File: config.mk
export PLATFORM = sky130hd
export DESIGN_NAME = wrapsum_accum
export DESIGN_NICKNAME = d
export VERILOG_FILES = /design/src/rtl/wrapsum_pkg.sv /design/src/rtl/wrapsum_rst_sync.sv /design/src/rtl/wrapsum_adder.sv /design/src/rtl/wrapsum_norm.sv /design/src/rtl/wrapsum_accum.sv
export SDC_FILE = /design/constraint.sdc
export NUM_CORES = 1
export LEC_CHECK = 0
export BUFFER_PORTS_ARGS = -buffer_cell sky130_fd_sc_hd__buf_2
export CAP_MARGIN = 20
export CORE_MARGIN = 3
export CORE_UTILIZATION = 40
export CTS_CLUSTER_DIAMETER = 40
export CTS_CLUSTER_SIZE = 28
export DETAILED_ROUTE_END_ITERATION = 6
export GPL_TIMING_DRIVEN = 0
export PLACE_DENSITY_LB_ADDON = 0.1
export REMOVE_ABC_BUFFERS = 1
export SLEW_MARGIN = 5
export SYNTH_ARGS = -nofsm -noshare
export SYNTH_HDL_FRONTEND = slang
export SYNTH_HIERARCHICAL = 1
export SYNTH_SLANG_ARGS = --single-unit
File: constraint.sdc
create_clock -name clk_i -period 1.5 [get_ports clk_i]
set_input_delay 0.3 -clock clk_i [delete_from_list [all_inputs] [get_ports clk_i]]
set_output_delay 0.3 -clock clk_i [all_outputs]
set_load 0.03 [all_outputs]
File: src/rtl/wrapsum_pkg.sv
package wrapsum_pkg;
  localparam int unsigned WORD_W = 32;
  localparam int unsigned SYNC_STAGES = 2;
  typedef logic [WORD_W-1:0] word_t;
endpackage

File: src/rtl/wrapsum_rst_sync.sv
module wrapsum_rst_sync #(
  parameter int unsigned STAGES = wrapsum_pkg::SYNC_STAGES
) (
  input  logic clk_i,
  input  logic rst_ni,
  output logic rst_sync_no
);
  logic [STAGES-1:0] sync_q;

  always_ff @(posedge clk_i or negedge rst_ni) begin
    if (!rst_ni) begin
      sync_q <= '0;
    end else begin
      sync_q <= {sync_q[STAGES-2:0], 1'b1};
    end
  end

  assign rst_sync_no = sync_q[STAGES-1];
endmodule

File: src/rtl/wrapsum_adder.sv
// Loop-free wrapped adder: operands are doubled side by side so the carry of
// the low half lands in the high half as its carry-in.
module wrapsum_adder #(
  parameter int unsigned W      = wrapsum_pkg::WORD_W,
  parameter bit          STRICT = 1'b0
) (
  input  logic [W-1:0] a_i,
  input  logic [W-1:0] b_i,
  output logic [W-1:0] y_o
);
  localparam int unsigned DW = 2 * W;

  logic [DW-1:0] a_dbl;
  logic [DW-1:0] b_dbl;
  logic [DW-1:0] dbl_sum;

  assign a_dbl = {a_i, a_i};
  assign b_dbl = {b_i, b_i};

  generate
    if (STRICT) begin : g_strict
      // carry of a+b+1 decides the wrap: all ones folds to zero
      assign dbl_sum = a_dbl + b_dbl + DW'(1);
    end else begin : g_eac
      // carry of a+b decides the wrap: all ones stays legal
      assign dbl_sum = a_dbl + b_dbl;
    end
  endgenerate

  assign y_o = dbl_sum[DW-1:W];
endmodule

File: src/rtl/wrapsum_norm.sv
module wrapsum_norm #(
  parameter int unsigned W = wrapsum_pkg::WORD_W
) (
  input  logic [W-1:0] val_i,
  output logic [W-1:0] norm_o
);
  logic is_ones;

  always_comb begin
    is_ones = &val_i;
    norm_o  = is_ones ? '0 : val_i;
  end
endmodule

File: src/rtl/wrapsum_accum.sv
module wrapsum_accum #(
  parameter int unsigned W      = wrapsum_pkg::WORD_W,
  parameter bit          STRICT = 1'b0
) (
  input  logic         clk_i,
  input  logic         rst_ni,
  input  logic         clr_i,
  input  logic         vld_i,
  input  logic [W-1:0] data_i,
  output logic [W-1:0] sum_o,
  output logic [W-1:0] sum_norm_o
);
  logic         rst_sync_n;
  logic [W-1:0] acc_q;
  logic [W-1:0] acc_d;
  logic         acc_en;
  logic [W-1:0] add_y;

  wrapsum_rst_sync u_rst_sync (
    .clk_i       (clk_i),
    .rst_ni      (rst_ni),
    .rst_sync_no (rst_sync_n)
  );

  wrapsum_adder #(.W(W), .STRICT(STRICT)) u_adder (
    .a_i (acc_q),
    .b_i (data_i),
    .y_o (add_y)
  );

  // next-state logic
  always_comb begin
    acc_en = clr_i | vld_i;
    acc_d  = acc_q;
    if (clr_i) begin
      acc_d = '0;
    end else if (vld_i) begin
      acc_d = add_y;
    end
  end

  // state register
  always_ff @(posedge clk_i or negedge rst_sync_n) begin
    if (!rst_sync_n) begin
      acc_q <= '0;
    end else if (acc_en) begin
      acc_q <= acc_d;
    end
  end

  wrapsum_norm #(.W(W)) u_norm (
    .val_i  (acc_q),
    .norm_o (sum_norm_o)
  );

  assign sum_o = acc_q;
endmodule

==> reports/qor.txt, run 1 <==
outcome: complete, but fails checks
failing checks: setup timing
number of enable flip-flop cells after synthesis: 0
critical path peak fanout: 6
post-route insts no fill: 856
HP Class: input pin to asynchronous set/reset pin
sequential share of the synthesized area: 0.198
Final setup viols: 64
Final period util: 1.54
Least-Margin Pin Slew: 1050 ps
first-iteration detailed-routing DRC count: 298
CP Launch Point: sum_o[1]
VDD IR max: 0.776 mV
CP cell instances: ha_4 > buf_6 > nand4_1 > o31ai_2 > a21oi_2 > xnor2_1 > mux2i_1 > nor2_1
# IOs: 100
largest net degree at the start of global routing: 33
power density over the cells: 1320 nW/um2
min Tclk post-route: 2310 ps
DRT Pass-1 Iters: 5
post-synthesis instance area: 4290 um2
Seq cells post-synth: 34
critical path capture point type: flop
leak pwr: 2.96 nW
GPL Wtd Cong: 0.960
fmax: 432 MHz
unrepaired setup endpoints after global routing: yes
critical path class: flop to flop
final antenna-violating net count: 0
routed via count: 5,187
Critical Path AT: 2470 ps
Synth top area share: 0.198
Main synth FF type: dfrtp_1
Worst Skew: 13.5 ps
total global routing track utilization: 0.303
largest stage delay on the critical path: 450 ps
crit path to: sum_o[25]
die extent in y: 110 um
placed insts: 762
vias in the first global route: 4,854
Core Region: 10,400 um2
cell row count: 37
initial antenna violation count: 0
clock sinks: 34
Post-Route WL: 19,400 um
Hold Worst Slack: 307 ps
clock buffer depth: 2
setup slack after layout: -812 ps
crit start category: flop
path depth of the worst reg2reg path: 8
fillers: 719
Syn Inst Count: 550
post-synth top area cell: dfrtp_1
Port-buffer cells: 99
die area: 12,000 um2
DIE WIDTH: 110 um
post-synthesis average cell area: 7.80 um2
fin nets: 787
Worst R2R Start: sum_o[1]
Wirelength per Cell: 22.7 um
grt ovf: 0
maxcap violations: 0
top area cells in the synthesized netlist: dfrtp_1, ha_1, a21oi_1
share of layout cells above drive strength 1: 0.715
worst path required time: 1660 ps
CTS tree: yes
relative slew slack: 0.300
Worst R2R End: sum_o[25]
Clock Pin Slew Worst Setup and Hold Paths: 80 ps
pins over their slew limit: 0
first-pass GRT wire length: 27,500 um
Post-synth ARST share: 1.00
n_diodes: 0
H-tree Lvls: 2
Initial Util: 0.414
Hold Vio Cnt, Final: 0
clk_lat worst skew: 310 ps
clk root buf: clkbuf_8
P&R area growth vs syn: 84.7%
reg-to-reg setup timing slack: -810 ps
Syn. warnings: 6
post-DP HPWL: 13,200 um
Netlist cell types: 49
Final TNS setup: -45,000 ps
vias per inst: 6.06
Slowest cell on crit path: dfrtp_2
number of remaining DRC errors: 0
CTS Buf Count: 5
==> cells in the mapped netlist, types with 3 or more instances <==
master    instances
a21boi_1         10
a21boi_2         20
a21oi_1          74
a21oi_2           4
a31oi_1           7
a41oi_1          11
buf_12            3
buf_2            10
buf_6            11
clkbuf_1          3
dfrtp_1          34
ha_1             32
mux2i_1          32
nand2_1          63
nand3_1           3
nand4_1          22
nor2_1           83
nor3_1            5
nor4_1            5
o21ai_0          35
o21ai_1          16
o31ai_1           3
xnor2_1          30
==> layer usage <==
layer | wire length, um | part of all wire | global-route usage | vias up
met5 | 0 | 0 | 0 | -
met3 | 981 | 0.050 | 0.0411 | 43
met4 | 768 | 0.040 | 0.103 | 0
met2 | 9530 | 0.49 | 0.510 | 190
li1 | - | - | - | 2393
met1 | 8160 | 0.42 | 0.396 | 2561
==> registers in the layout, indices dropped and copies added, names as in the netlist <==
register / cells
sum_o: 32
u_rst_sync/sync_q: 2
==> power by group <==
part           switching [mW]  total, mW  internal (mW)
clock network           0.404      0.773          0.370
logic                    4.73       8.20           3.47
registers               0.313       1.45           1.14
==> cell type report <==
class | instances | area (um2) | area share
flip-flops and latches | 34 | 890 | 0.112
well taps | 136 | 170 | 0.0215
clock buffers | 6 | 82.6 | 0.0104
multi-input cells | 488 | 5220 | 0.658
clock inverters | 2 | 12.5 | 0.00158
inverters | 1 | 3.75 | 0.000474
repair buffers | 189 | 1550 | 0.196
==> worst max-delay path, delay by kind of cell (launching register included) <==
kind / cells / cell delay (ps)
buffers and inverters: 1 / 120
and+or+nand+nor: 2 / 320
adders and majority gates: 1 / 360
xor gates and xnor gates: 1 / 150
DFF: 1 / 450
AOI/OAI and AO/OA: 2 / 590
muxes: 1 / 170
==> repair_timing <==
item                                   CTS  global route
hold buffers                             1             0
resized for setup                      380           179
endpoints found under the hold margin    2             0
buffers inserted                        53            29
pin swaps                               63            62
gates cloned                             0             3
setup endpoints to repair               64            66
==> cell families after synthesis <==
group                      share of synthesized area
AOI/OAI and AO/OA                              0.301
muxes                                         0.0747
DFF                                            0.198
and+or+nand+nor                                0.212
xor gates and xnor gates                      0.0613
other                                       0.000874
adders and majority gates                     0.0933
buffers and inverters                         0.0581
==> per-stage QoR <==
step	utilization	instance area [um2]	power [mW]	setup WS [ps]
global placement	0.454	4710	5.98	-1940
detailed placement	0.459	4760	5.98	-1390
global route	0.764	7920	11.0	-914
CTS	0.654	6780	9.06	-730
floorplan	-	4040	4.65	-1630
finish	0.764	7920	10.4	-812
==> cell usage in the layout, fill, tap and decap left out, types with 3 or more instances in the layout <==
cell and instances:
xnor2_1 30, nor4_4 5, nand2_4 8, a21oi_1 13
nand2_8 4, nor4_2 3, a21boi_2 26, o21ai_2 29
a31oi_4 3, dfrtp_1 3, nand2_2 17, dfrtp_2 31
a21boi_4 6, buf_6 50, ha_4 32, mux2i_1 32
nor3_2 3, nor2_4 24, buf_4 66, and4_4 3
nand2_1 35, o21ai_4 22, nor2_2 9, a21oi_4 37
nor2_1 50, nand4_1 22, a21oi_2 29, a41oi_2 10
clkbuf_8 6, buf_12 4, clkbuf_16 3, buf_2 65
==> worst min-delay path by stage <==
stage	endpoint	slack, ps	cells after the start
after floorplan	u_rst_sync/sync_q[0]	4	0
final	u_rst_sync/sync_q[1]	310	2
after global routing	u_rst_sync/sync_q[1]	310	2
after detailed placement	u_rst_sync/sync_q[0]	90	1
after CTS	u_rst_sync/sync_q[1]	300	2
after global placement	u_rst_sync/sync_q[0]	80	1
Note: power is estimated with default switching activity, not from simulation.
==> run 2, diff against run 1 <==
- CORE_UTILIZATION: 40 -> 50
- SKIP_LAST_GASP: unset -> 1
==> run 2 against run 1 <==
- the run ends with DRC, setup timing left
- design area rose by 1.4%
- clock power rose by 0.9%
- via count rose by 30%
- sequential share of layout area fell by 0.20 points
- sequential cell count did not move
- worst setup slack got worse by 490 ps
- combinational power rose by 16%
- highest routed layer is now met5
==> reports/qor.txt, run 2 (synthesis results as in run 1) <==
largest stage delay on the critical path: 500 ps
fin nets: 802
Reg power frac: 0.126
failing checks: DRC, setup timing
unrepaired setup endpoints after global routing: yes
Core Region: 8260 um2
routed via count: 6,725
largest net degree at the start of global routing: 33
Critical Path AT: 2960 ps
footprint of the multi-input gates: 5280 um2
register area: 886 um2
Wirelength per Cell: 34.8 um
DIE WIDTH: 98.6 um
CTS Buf Count: 5
vias per inst: 8.02
Worst R2R End: sum_o[30]
Worst Skew: 9.97 ps
cell row count: 33
HP Class: input pin to asynchronous set/reset pin
post-route design area: 8030 um2
Post-Route WL: 29,200 um
fmax: 356 MHz
max reg flops: 32
total global routing track utilization: 0.372
n_diodes: 0
CTS tree: yes
power density over the cells: 1470 nW/um2
maxcap violations: 0
critical path peak fanout: 6
# IOs: 100
DRT Pass-1 Iters: 7
die extent in y: 98.6 um
clk_lat worst skew: 310 ps
first-iteration detailed-routing DRC count: 1,021
outcome: complete, but fails checks
worst path required time: 1650 ps
min Tclk post-route: 2810 ps
crit start category: flop
setup slack after layout: -1310 ps
leak pwr: 3.07 nW
Switching Fraction: 0.560
critical path class: flop to flop
critical path capture point type: flop
clock sinks: 34
DP Area: 4720 um2
first-pass GRT wire length: 28,600 um
Final setup viols: 64
post-DP HPWL: 12,400 um
post-route insts no fill: 839
Comb power frac: 0.807
GPL Wtd Cong: 0.937
Final TNS setup: -60,430 ps
Pint: 5.19 mW
Final period util: 1.87
pins over their slew limit: 0
Clock Pin Slew Worst Setup and Hold Paths: 90 ps
commonest non-fill, non-tap cell in the layout: buf_4
Least-Margin Pin Slew: 1130 ps
net switching power: 6.60 mW
VDD IR max: 1.03 mV
Port-buffer cells: 99
Clk pwr share: 0.066
share of layout cells above drive strength 1: 0.715
commonest non-fill, non-tap cells in the layout: buf_4, buf_2, nor2_1, buf_6, a21oi_4
fillers: 134
Power Total: 11.8 mW
H-tree Lvls: 2
reg-to-reg setup timing slack: -1310 ps
CP cell instances: ha_4 > buf_4 > nand4_1 > o21bai_2 > a311oi_2 > o221a_2 > mux2i_1 > nor2_1
number of remaining DRC errors: 58
vias in the first global route: 5,293
clk root buf: clkbuf_8
final antenna-violating net count: 0
die area: 9730 um2
Worst R2R Start: sum_o[11]
path depth of the worst reg2reg path: 8
P&R area growth vs syn: 87.3%
relative slew slack: 0.250
Initial Util: 0.519
Hold Worst Slack: 346 ps
placed insts: 731
Hold Vio Cnt, Final: 0
grt ovf: 0
clock buffer depth: 2
initial antenna violation count: 0
Slowest cell on crit path: o21bai_2
run 2: cell count changes in the layout (fill, tap and decap cells not counted), sizes merged:
cell | before | now
clkinvlp | 1 | 0
clkinv | 1 | 0
clkbuf | 9 | 8
buf | 185 | 202
run 2: final cells by class:
type	instances	share of cell area
Clock buffer	7	0.0107
Inverter	1	0.000467
Multi-Input combinational cell	488	0.657
Sequential cell	34	0.110
Tap cell	105	0.0164
Timing Repair Buffer	204	0.205
run 2: worst max path at each step:
stage / from / end / slack (ps) / cells after the start
6_report: sum_o[11] / sum_o[30] / -1310 / 8
2_1_floorplan: sum_o[7] / sum_norm_o[0] / -1630 / 3
4_1_cts: sum_o[15] / sum_o[28] / -710 / 9
5_1_grt: sum_o[8] / sum_o[30] / -1380 / 9
3_5_place_dp: sum_o[17] / sum_o[14] / -1320 / 9
3_3_place_gp: sum_o[1] / sum_norm_o[0] / -1840 / 4
run 2: critical path, delay by kind of cell, from the launching register on:
family          cells  cell delay [ps]
compound gates      3              880
simple gates        2              500
flops               1              480
fa+ha+maj           1              360
mux                 1              250
buf+inv             1              160
run 2: what timing repair did:
item,4_1_cts,5_1_grt
cloned,1,1
setup buffers,41,59
pin swaps,67,102
hold buffers,1,0
hold endpoints to repair,2,0
resized for setup,365,209
endpoints found under the setup margin,64,64
run 2: per-stage QoR:
stage           util  setup WS [ps]
6_report       0.973          -1310
5_1_grt        0.973          -1380
4_1_cts        0.801           -711
3_5_place_dp   0.572          -1320
3_3_place_gp   0.566          -1840
2_1_floorplan      -          -1630
run 2: per-layer routing:
metal | global-route usage | part of all wire | vias up | wire, um
met5 | 0 | 0.0030 | - | 87
met1 | 0.459 | 0.31 | 3114 | 9160
li1 | - | - | 2408 | -
met4 | 0.169 | 0.13 | 2 | 3830
met2 | 0.636 | 0.42 | 827 | 12200
met3 | 0.0580 | 0.13 | 374 | 3910
run 2: power groups by stage:
| stage | logic, mW | registers [mW] | clock network [mW] |
|---|---|---|---|
| floorplan | 2.95 | 1.70 | 0 |
| global placement | 4.51 | 1.38 | 0 |
| detailed placement | 4.55 | 1.40 | 0 |
| CTS | 6.53 | 1.44 | 0.768 |
| global route | 9.63 | 1.50 | 0.846 |
| finish | 9.51 | 1.49 | 0.780 |
